`src/rtl/pmx_pkg.sv`:
```
package pmx_pkg;
  localparam int DATA_W = 64;
  localparam int BYTE_W = 8;

  typedef enum logic [3:0] {
    OP_MINUB  = 4'd0,
    OP_MINSB  = 4'd1,
    OP_MAXUB  = 4'd2,
    OP_MAXSB  = 4'd3,
    OP_MINUW  = 4'd4,
    OP_MINSW  = 4'd5,
    OP_MAXUW  = 4'd6,
    OP_MAXSW  = 4'd7,
    OP_SAD    = 4'd8,
    OP_PKWB   = 4'd9,
    OP_UNPKBW = 4'd10,
    OP_PKLB   = 4'd11,
    OP_UNPKBL = 4'd12
  } pmx_op_e;
endpackage

```
`src/rtl/pmx_lane_minmax.sv`:
```
module pmx_lane_minmax #(
  parameter int DATA_W = 64,
  parameter int LANE_W = 8
) (
  input  logic [DATA_W-1:0] a,
  input  logic [DATA_W-1:0] b,
  input  logic              is_signed,
  input  logic              is_max,
  output logic [DATA_W-1:0] y
);
  localparam int LANES = DATA_W / LANE_W;

  for (genvar g = 0; g < LANES; g++) begin : g_lane
    logic [LANE_W-1:0]   la, lb, ly;
    logic signed [LANE_W:0] ea, eb;
    logic                a_lt_b;

    always_comb begin
      la     = a[g*LANE_W +: LANE_W];
      lb     = b[g*LANE_W +: LANE_W];
      ea     = {is_signed & la[LANE_W-1], la};
      eb     = {is_signed & lb[LANE_W-1], lb};
      a_lt_b = ea < eb;
      if (is_max) ly = a_lt_b ? lb : la;
      else        ly = a_lt_b ? la : lb;
      AST_LANE_PICK: assert (ly == la || ly == lb);
    end

    assign y[g*LANE_W +: LANE_W] = ly;
  end
endmodule

```
`src/rtl/pmx_absdiff.sv`:
```
module pmx_absdiff #(
  parameter int DATA_W = 64,
  parameter int LANE_W = 8
) (
  input  logic [DATA_W-1:0] a,
  input  logic [DATA_W-1:0] b,
  output logic [DATA_W-1:0] d
);
  localparam int LANES = DATA_W / LANE_W;

  for (genvar g = 0; g < LANES; g++) begin : g_lane
    logic [LANE_W-1:0] la, lb;
    assign la = a[g*LANE_W +: LANE_W];
    assign lb = b[g*LANE_W +: LANE_W];
    assign d[g*LANE_W +: LANE_W] = (la > lb) ? (la - lb) : (lb - la);
  end
endmodule

```
`src/rtl/pmx_pack.sv`:
```
module pmx_pack
  import pmx_pkg::*;
#(
  parameter int DATA_W = 64
) (
  input  pmx_op_e           op,
  input  logic [DATA_W-1:0] b,
  output logic [DATA_W-1:0] y
);
  localparam int WORDS = DATA_W / 16;
  localparam int LONGS = DATA_W / 32;

  always_comb begin
    y = '0;
    case (op)
      OP_PKWB:
        for (int i = 0; i < WORDS; i++) y[8*i +: 8] = b[16*i +: 8];
      OP_UNPKBW:
        for (int i = 0; i < WORDS; i++) y[16*i +: 16] = {8'h00, b[8*i +: 8]};
      OP_PKLB:
        for (int i = 0; i < LONGS; i++) y[8*i +: 8] = b[32*i +: 8];
      OP_UNPKBL:
        for (int i = 0; i < LONGS; i++) y[32*i +: 32] = {24'h0, b[8*i +: 8]};
      default: y = '0;
    endcase
    if (op == OP_PKWB)
      AST_PK_UPPER_CLEAR: assert (y[DATA_W-1:DATA_W/2] == '0);
  end
endmodule

```
`src/rtl/pmx_media_alu.sv`:
```
module pmx_media_alu
  import pmx_pkg::*;
#(
  parameter int DATA_W = 64
) (
  input  logic              clk,
  input  logic              rst_n,
  input  logic              in_valid,
  input  logic [3:0]        in_op,
  input  logic [DATA_W-1:0] in_a,
  input  logic [DATA_W-1:0] in_b,
  output logic              out_valid,
  output logic [DATA_W-1:0] out_data
);
  localparam int LANES = DATA_W / BYTE_W;
  localparam int SUM_W = BYTE_W + $clog2(LANES);

  pmx_op_e           op0;
  logic [DATA_W-1:0] byte_y, word_y, ad_y, pk_y;

  assign op0 = pmx_op_e'(in_op);

  // op bit 0 selects signed, bit 1 selects max, bit 2 selects word lanes
  pmx_lane_minmax #(.DATA_W(DATA_W), .LANE_W(8)) u_mm_byte (
    .a(in_a), .b(in_b), .is_signed(in_op[0]), .is_max(in_op[1]), .y(byte_y));

  pmx_lane_minmax #(.DATA_W(DATA_W), .LANE_W(16)) u_mm_word (
    .a(in_a), .b(in_b), .is_signed(in_op[0]), .is_max(in_op[1]), .y(word_y));

  pmx_absdiff #(.DATA_W(DATA_W), .LANE_W(BYTE_W)) u_absdiff (
    .a(in_a), .b(in_b), .d(ad_y));

  pmx_pack #(.DATA_W(DATA_W)) u_pack (.op(op0), .b(in_b), .y(pk_y));

  // stage 1 registers
  logic              v1;
  pmx_op_e           op1;
  logic [DATA_W-1:0] mm1, ad1, pk1;

  always_ff @(posedge clk or negedge rst_n) begin
    if (!rst_n) v1 <= 1'b0;
    else        v1 <= in_valid;
  end

  always_ff @(posedge clk) begin
    op1 <= op0;
    mm1 <= in_op[2] ? word_y : byte_y;
    ad1 <= ad_y;
    pk1 <= pk_y;
  end

  // stage 2: reduction and result select
  logic [SUM_W-1:0]  sad_sum;
  logic [DATA_W-1:0] res2;
  pmx_op_e           op2;

  always_comb begin
    sad_sum = '0;
    for (int i = 0; i < LANES; i++)
      sad_sum = sad_sum + SUM_W'(ad1[BYTE_W*i +: BYTE_W]);
  end

  always_comb begin
    case (op1)
      OP_MINUB, OP_MINSB, OP_MAXUB, OP_MAXSB,
      OP_MINUW, OP_MINSW, OP_MAXUW, OP_MAXSW: res2 = mm1;
      OP_SAD:                                 res2 = DATA_W'(sad_sum);
      OP_PKWB, OP_UNPKBW, OP_PKLB, OP_UNPKBL: res2 = pk1;
      default:                                res2 = '0;
    endcase
  end

  always_ff @(posedge clk or negedge rst_n) begin
    if (!rst_n) out_valid <= 1'b0;
    else        out_valid <= v1;
  end

  always_ff @(posedge clk) begin
    out_data <= res2;
    op2      <= op1;
  end

  AST_LAT_TWO: assert property (@(posedge clk) disable iff (!rst_n)
    in_valid |=> ##1 out_valid);
  AST_NO_SPURIOUS: assert property (@(posedge clk) disable iff (!rst_n)
    !in_valid |=> ##1 !out_valid);
  AST_SAD_RANGE: assert property (@(posedge clk) disable iff (!rst_n)
    (out_valid && op2 == OP_SAD) |-> (out_data[DATA_W-1:SUM_W] == '0));
  AST_UNDEF_ZERO: assert property (@(posedge clk) disable iff (!rst_n)
    (out_valid && 4'(op2) > 4'd12) |-> (out_data == '0));
endmodule

```
`config.mk`:
```
export PLATFORM = sky130hd
export DESIGN_NAME = pmx_media_alu
export DESIGN_NICKNAME = d
export VERILOG_FILES = /design/src/rtl/pmx_pkg.sv /design/src/rtl/pmx_lane_minmax.sv /design/src/rtl/pmx_absdiff.sv /design/src/rtl/pmx_pack.sv /design/src/rtl/pmx_media_alu.sv
export SDC_FILE = /design/constraint.sdc
export NUM_CORES = 1
export LEC_CHECK = 0
export BUFFER_PORTS_ARGS = -buffer_cell sky130_fd_sc_hd__clkbuf_2
export CORE_MARGIN = 1
export CORE_UTILIZATION = 50
export CTS_BUF_LIST = sky130_fd_sc_hd__clkbuf_8
export DETAILED_ROUTE_END_ITERATION = 6
export GPL_TIMING_DRIVEN = 0
export HOLD_SLACK_MARGIN = 0.12
export PLACE_DENSITY = 0.78
export SLEW_MARGIN = 20
export SYNTH_ARGS = -nofsm -noshare
export SYNTH_HDL_FRONTEND = slang
export SYNTH_SLANG_ARGS = --single-unit
```
`constraint.sdc`:
```
create_clock -name clk -period 3.8 [get_ports clk]
set_input_delay 0.38 -clock clk [delete_from_list [all_inputs] [get_ports clk]]
set_output_delay 0.38 -clock clk [all_outputs]
set_load 0.01 [all_outputs]
```
==> impl_metrics.env, run 1 <==
export IMPL_path_class="flip-flop to flip-flop"
export IMPL_grt_max_degree=12
export IMPL_antenna_found_initial=2
export IMPL_setup_violations=6
export IMPL_dp_hpwl_mm=29.7
export IMPL_core_um2=28700
export IMPL_finalPower_uw=16200
export IMPL_synth_area_per_cell_um2=9.80
export IMPL_first_iter_violations=707
export IMPL_clock_latency_ns=0.56
export IMPL_synth_edff_count=0
export IMPL_syn_area_um2=14600
export IMPL_yosysSeqAreaShare=0.338
export IMPL_fp_dieW_um=173
export IMPL_clock_sinks=246
export IMPL_grt_pass1_wl_mm=63.2
export IMPL_hold_path_class="input pin to flip-flop"
export IMPL_power_density_nw_per_um2=891
export IMPL_initial_core_util=0.509
export IMPL_setup_tns_ns=-1.43
export IMPL_ant_nets=0
export IMPL_ioPinCount=200
export IMPL_finalNonFillerCells=2261
export IMPL_critPathMaxFanout=2
export IMPL_grt_pass1_vias=12400
export IMPL_combPwrFrac=0.639
export IMPL_portBuffers=199
export IMPL_cts_max_level=2
export IMPL_vias=12100
export IMPL_dr_pass1_iters=5
export IMPL_drt_wl_total_mm=39.9
export IMPL_power_frac_clock=0.167
export IMPL_period_share=1.08
export IMPL_synthToLayoutAreaGrowth_pct=24.8
export IMPL_synth_seq_cells=246
export IMPL_synthArstFlopShare=0.00813
export IMPL_post_drt_via_cell_ratio=5.33
export IMPL_synth_cell_types=82
export IMPL_rsz0062_at_grt="yes"
export IMPL_critPathArrivalTime_ns=4.54
export IMPL_p_seq_frac=0.194
export IMPL_routabilityCongestion=0.911
export IMPL_p_leak_uw=0.00923
export IMPL_clk_pin_slew_ns=0.06
export IMPL_violations="negative setup slack"
export IMPL_nets=2178
export IMPL_die_area_um2=29900
export IMPL_worst_pin_slew_ns=0.858
export IMPL_hold_viol=0
export IMPL_finalMaxSlewViolations=0
export IMPL_status="finished with violations"
export IMPL_synthCells=1490
export IMPL_syn_num_nets=1827
export IMPL_relSlewSlack=0.424
export IMPL_critical_path_required_ns=4.23
export IMPL_ys_warn_count=0
export IMPL_cts_buffers=43
export IMPL_peakVddDrop_uv=1440
export IMPL_die_y_um=173
export IMPL_cts_path_max_buffers=3
export IMPL_wl_per_cell_um=17.6
export IMPL_grt_total_usage=0.267
export IMPL_internal_power_uw=9680
export IMPL_synth_main_ff_cell="dfxtp_1"
export IMPL_drc_errors=0
export IMPL_place_ws_ns=-0.468
export IMPL_numPlacedInstances=2073
export IMPL_switchingPower_uw=6570
export IMPL_swShare=0.404
export IMPL_gr_total_overflow=0
export IMPL_setup_slack_ns=-0.308
export IMPL_cp_end_kind="flip-flop"
export IMPL_post_route_min_period_ns=4.11
export IMPL_cts_tree="yes"
export IMPL_finClkSkew_ns=0.0274
export IMPL_max_freq_mhz=243
export IMPL_drive_above_1_share=0.189
export IMPL_cts_root_buffer="clkbuf_8"
export IMPL_max_cap_viol_count=0
export IMPL_rows=62
export IMPL_start_kind="flip-flop"
==> kinds of logic after synthesis <==
logic type	share of synthesized area
AND/OR/NAND/NOR	0.102
XOR/XNOR	0.0454
flip-flops	0.338
adder cells (fa/ha/maj)	0.206
buffers and inverters	0.0766
AO/OA/AOI/OAI	0.145
multiplexers	0.0869
==> routing by layer <==
metal  part of all wire  track usage
met1               0.41        0.321
met5                  0            0
met2               0.48        0.454
met4              0.043        0.125
met3              0.066       0.0563
==> registers in the layout, summed over array words and instances, names as in the netlist <==
register,flops
mm1,64
pk1,48
out_valid,1
op1,4
v1,1
ad1,64
out_data,64
==> final cells by class <==
type	count	area, um^2
fill	2270	10500
buffer	39	173
antenna	1	2.50
clock buffer	52	716
sequential	246	4940
timing repair buffer	306	2060
tap	384	480
clock inverter	28	260
inverter	252	946
multi-input combinational	953	8650
==> power by group through the flow <==
stage	Clock, uW	Combinational (uW)	Sequential (uW)
floorplan	0	5920	3210
finish	2720	10400	3150
detailed placement	0	7710	3190
CTS	2760	9530	3150
global placement	0	7460	3180
global route	2890	11500	3190
==> worst max-delay path: stages (launching register included) <==
cell and delay (ns):
dfxtp_2 0.32, inv_2 0.03, fa_1 0.55, inv_2 0.04, fa_1 0.56, fa_1 0.45, fa_1 0.51, ha_2 0.19
inv_2 0.04, fa_2 0.36, nor2b_4 0.14, o21ai_2 0.05, nand2b_1 0.10, a21o_1 0.12, a21o_1 0.16, a21oi_2 0.07
o31ai_2 0.30
==> synthesized netlist by cell type, types with 31 or more instances <==
cell / count / share of area
dfxtp_1: 244 / 0.33
and2_1: 31 / 0.013
ha_1: 139 / 0.12
mux2i_1: 111 / 0.076
fa_1: 63 / 0.086
nand2_1: 31 / 0.0080
a22o_1: 60 / 0.036
nor2b_1: 51 / 0.022
nand2b_1: 35 / 0.015
o21ai_0: 53 / 0.018
a21oi_1: 53 / 0.018
xor2_1: 39 / 0.023
inv_1: 252 / 0.065
nor2_1: 38 / 0.0098
==> path summary, 6_finish.rpt <==
path                            slack, ns  depth (start not counted)                   end            start
worst min-delay path                 0.14                          2       pk1[11]$_DFF_P_         in_b[19]
worst max-delay path                -0.31                         16  out_data[10]$_DFF_P_  ad1[26]$_DFF_P_
worst min register to register       0.35                          0   out_valid$_DFF_PN0_     v1$_DFF_PN0_
worst max register to register      -0.31                         16  out_data[10]$_DFF_P_  ad1[26]$_DFF_P_
max in group asynchronous            3.55                          2   out_valid$_DFF_PN0_            rst_n
min in group asynchronous            0.16                          2          v1$_DFF_PN0_            rst_n
==> what timing repair did <==
item / CTS / global route
gates resized for setup: 19 / 12
setup endpoints to repair: 7 / 8
setup buffers: 6 / 0
pin swaps: 13 / 8
hold buffers: 101 / 0
endpoints found under the hold margin: 84 / 0
==> stage by stage <==
stage               utilization  hold slack [ns]  area (um^2)
floorplan                     -           0.0844        14600
global placement          0.561            0.165        16100
detailed placement        0.561            0.168        16100
CTS                       0.634            0.120        18200
global route              0.635            0.142        18200
finish                    0.635            0.138        18200
==> placed cells by master (no fill, tap or decap), types with 51 or more instances in the layout <==
cell,n
mux2i_1,111
dlygate4sd3_1,101
a22o_1,60
clkbuf_2,201
clkbuf_8,52
a21oi_1,51
fa_1,61
ha_1,137
dfxtp_1,238
inv_1,257
(Power assumes the default switching activity.)
==> run 2, diff against run 1 <==
--- a/config.mk
+++ b/config.mk
@@ -7,12 +7,12 @@
 export LEC_CHECK = 0
 export BUFFER_PORTS_ARGS = -buffer_cell sky130_fd_sc_hd__clkbuf_2
 export CORE_MARGIN = 1
-export CORE_UTILIZATION = 50
+export CORE_UTILIZATION = 45
 export CTS_BUF_LIST = sky130_fd_sc_hd__clkbuf_8
 export DETAILED_ROUTE_END_ITERATION = 6
 export GPL_TIMING_DRIVEN = 0
 export HOLD_SLACK_MARGIN = 0.12
-export PLACE_DENSITY = 0.78
+export PLACE_DENSITY = 0.71
 export SLEW_MARGIN = 20
 export SYNTH_ARGS = -nofsm -noshare
 export SYNTH_HDL_FRONTEND = slang
==> constraint.sdc (replaced) <==
create_clock -name clk -period 3.4 [get_ports clk]
set_input_delay 0.34 -clock clk [delete_from_list [all_inputs] [get_ports clk]]
set_output_delay 0.34 -clock clk [all_outputs]
set_load 0.01 [all_outputs]
==> impl_metrics.env, run 2 (synthesized netlist as in run 1, its figures left out) <==
export IMPL_finClkSkew_ns=0.0246
export IMPL_setup_slack_ns=-0.690
export IMPL_vias=12000
export IMPL_post_route_util=0.589
export IMPL_mostFrequentLayoutCell="inv_1"
export IMPL_cts_root_buffer="clkbuf_8"
export IMPL_portBuffers=199
export IMPL_holdPathEnd="mm1[57]$_DFF_P_"
export IMPL_cpMaxStageDelayCell="fa_1"
export IMPL_clock_latency_ns=0.56
export IMPL_crit_top_cell="fa_1"
export IMPL_reg2reg_from="ad1[19]$_DFF_P_"
export IMPL_initial_core_util=0.460
export IMPL_finalNonFillerCells=2331
export IMPL_hold_path_class="input pin to flip-flop"
export IMPL_post_route_min_period_ns=4.09
export IMPL_die_area_um2=33200
export IMPL_cts_max_level=2
export IMPL_rows=65
export IMPL_max_freq_mhz=244
export IMPL_first_iter_violations=610
export IMPL_finalMaxSlewViolations=0
export IMPL_setup_violations=8
export IMPL_r2r_end="out_data[9]$_DFF_P_"
export IMPL_max_cap_viol_count=0
export IMPL_grt_max_degree=12
export IMPL_hold_viol=0
export IMPL_crit_family="adder cells"
export IMPL_n_antenna_cell=0
export IMPL_critPathMaxFanout=2
export IMPL_drc_errors=0
export IMPL_drt_wl_total_mm=40.1
export IMPL_dr_pass1_iters=7
export IMPL_numPlacedInstances=2091
export IMPL_critPathArrivalTime_ns=4.51
export IMPL_rsz0062_at_grt="yes"
export IMPL_dp_hpwl_mm=29.9
export IMPL_grt_pass1_vias=12100
export IMPL_ioPinCount=200
export IMPL_wl_per_cell_um=17.2
export IMPL_grt_total_usage=0.238
export IMPL_clock_sinks=246
export IMPL_fp_dieW_um=182
export IMPL_crit_path_cell_trace="inv_1, fa_1, inv_1, fa_1, fa_1, inv_2, fa_1, inv_1, ha_1, a21o_1, a21oi_2, nor2b_1, o21a_1, o22ai_2, mux2i_1, nand2_1"
export IMPL_routabilityCongestion=0.907
export IMPL_clk_pin_slew_ns=0.06
export IMPL_cp_end_kind="flip-flop"
export IMPL_violations="negative setup slack"
export IMPL_peakVddDrop_uv=1660
export IMPL_reg2reg_slack_ns=-0.69
export IMPL_relSlewSlack=0.421
export IMPL_critPathMaxStageDelay_ns=0.53
export IMPL_min_delay_start="in_b[57]"
export IMPL_synthToLayoutAreaGrowth_pct=27.9
export IMPL_final_cell_mix="inv_1 (252), dfxtp_1 (240), clkbuf_2 (201), dlygate4sd3_1 (140), ha_1 (136)"
export IMPL_post_drt_via_cell_ratio=5.15
export IMPL_nets=2235
export IMPL_reg2reg_depth=16
export IMPL_cts_tree="yes"
export IMPL_core_um2=31700
export IMPL_power_density_nw_per_um2=929
export IMPL_critical_path_required_ns=3.82
export IMPL_period_share=1.20
export IMPL_start_kind="flip-flop"
export IMPL_path_class="flip-flop to flip-flop"
export IMPL_gr_total_overflow=0
export IMPL_status="finished with violations"
export IMPL_cts_buffers=43
export IMPL_antenna_found_initial=1
export IMPL_critPathBufInv=4
export IMPL_hold_depth=3
export IMPL_cts_path_max_buffers=3
export IMPL_largest_registers="ad1 (64), mm1 (64), out_data (64)"
export IMPL_grt_pass1_wl_mm=62.3
export IMPL_die_y_um=182
export IMPL_setup_tns_ns=-4.19
export IMPL_p_leak_uw=0.00943
export IMPL_ant_nets=0
export IMPL_worst_pin_slew_ns=0.863
export IMPL_drive_above_1_share=0.192
[run 2: changes by cell type in the layout (fill, tap and decap cells not counted), moves of 3 or more]
cell	change
bufinv_16	-5
dlygate4sd3_1	+39
inv_1	-5
clkinv_2	+3
buf_4	+19
[run 2: where the power goes]
part / internal (uW) / total (uW) / switching [uW]
registers: 3360 / 3510 / 147
clock network: 1420 / 2680 / 1270
logic: 5520 / 11200 / 5640
[run 2: cell type report]
type / count / area, um^2
sequential: 246 / 4940
tap: 402 / 503
fill: 2688 / 13000
inverter: 252 / 946
multi-input combinational: 953 / 8680
buffer: 39 / 173
clock inverter: 23 / 116
clock buffer: 53 / 729
timing repair buffer: 363 / 2590
[run 2: tightest hold or removal path: stages]
cell and delay [ns]:
clkbuf_2 0.12, inv_1 0.12, mux2i_1 0.08
[run 2: timing repair]
item,in CTS,in global routing
setup endpoints to repair,8,24
hold buffers,140,0
pin swaps,16,15
endpoints found under the hold margin,106,0
buffers inserted,6,18
gates resized for setup,17,12
[run 2: per-layer routing]
metal  wire length, um  share of wire  vias to the layer above  GRT usage
li1                  -              -                     5785          -
met1             17000           0.42                     5729      0.300
met2             19300           0.48                      402      0.413
met3              2590          0.065                       83     0.0417
met4              1160          0.029                        0     0.0763
met5                 0              0                        -          0
[run 2: worst max path at each step]
stage / from / to / slack (ns) / cells after the start
after floorplan: ad1[2]$_DFF_P_ / out_data[10]$_DFF_P_ / -0.37 / 16
after global placement: ad1[2]$_DFF_P_ / out_data[10]$_DFF_P_ / -0.79 / 16
after detailed placement: ad1[2]$_DFF_P_ / out_data[10]$_DFF_P_ / -0.84 / 16
after CTS: ad1[26]$_DFF_P_ / out_data[10]$_DFF_P_ / -0.67 / 16
after global routing: ad1[3]$_DFF_P_ / out_data[9]$_DFF_P_ / -0.81 / 16
final: ad1[19]$_DFF_P_ / out_data[9]$_DFF_P_ / -0.69 / 16
[run 2: stage by stage]
stage	area (um^2)	worst slack, ns	hold WS [ns]	power (uW)
2_1_floorplan	14600	-0.367	0.0444	10200
6_report	18700	-0.690	0.142	17300
3_5_place_dp	16100	-0.841	0.132	12100
3_3_place_gp	16100	-0.792	0.126	11900
5_1_grt	18700	-0.809	0.162	18700
4_1_cts	18500	-0.675	0.127	16500
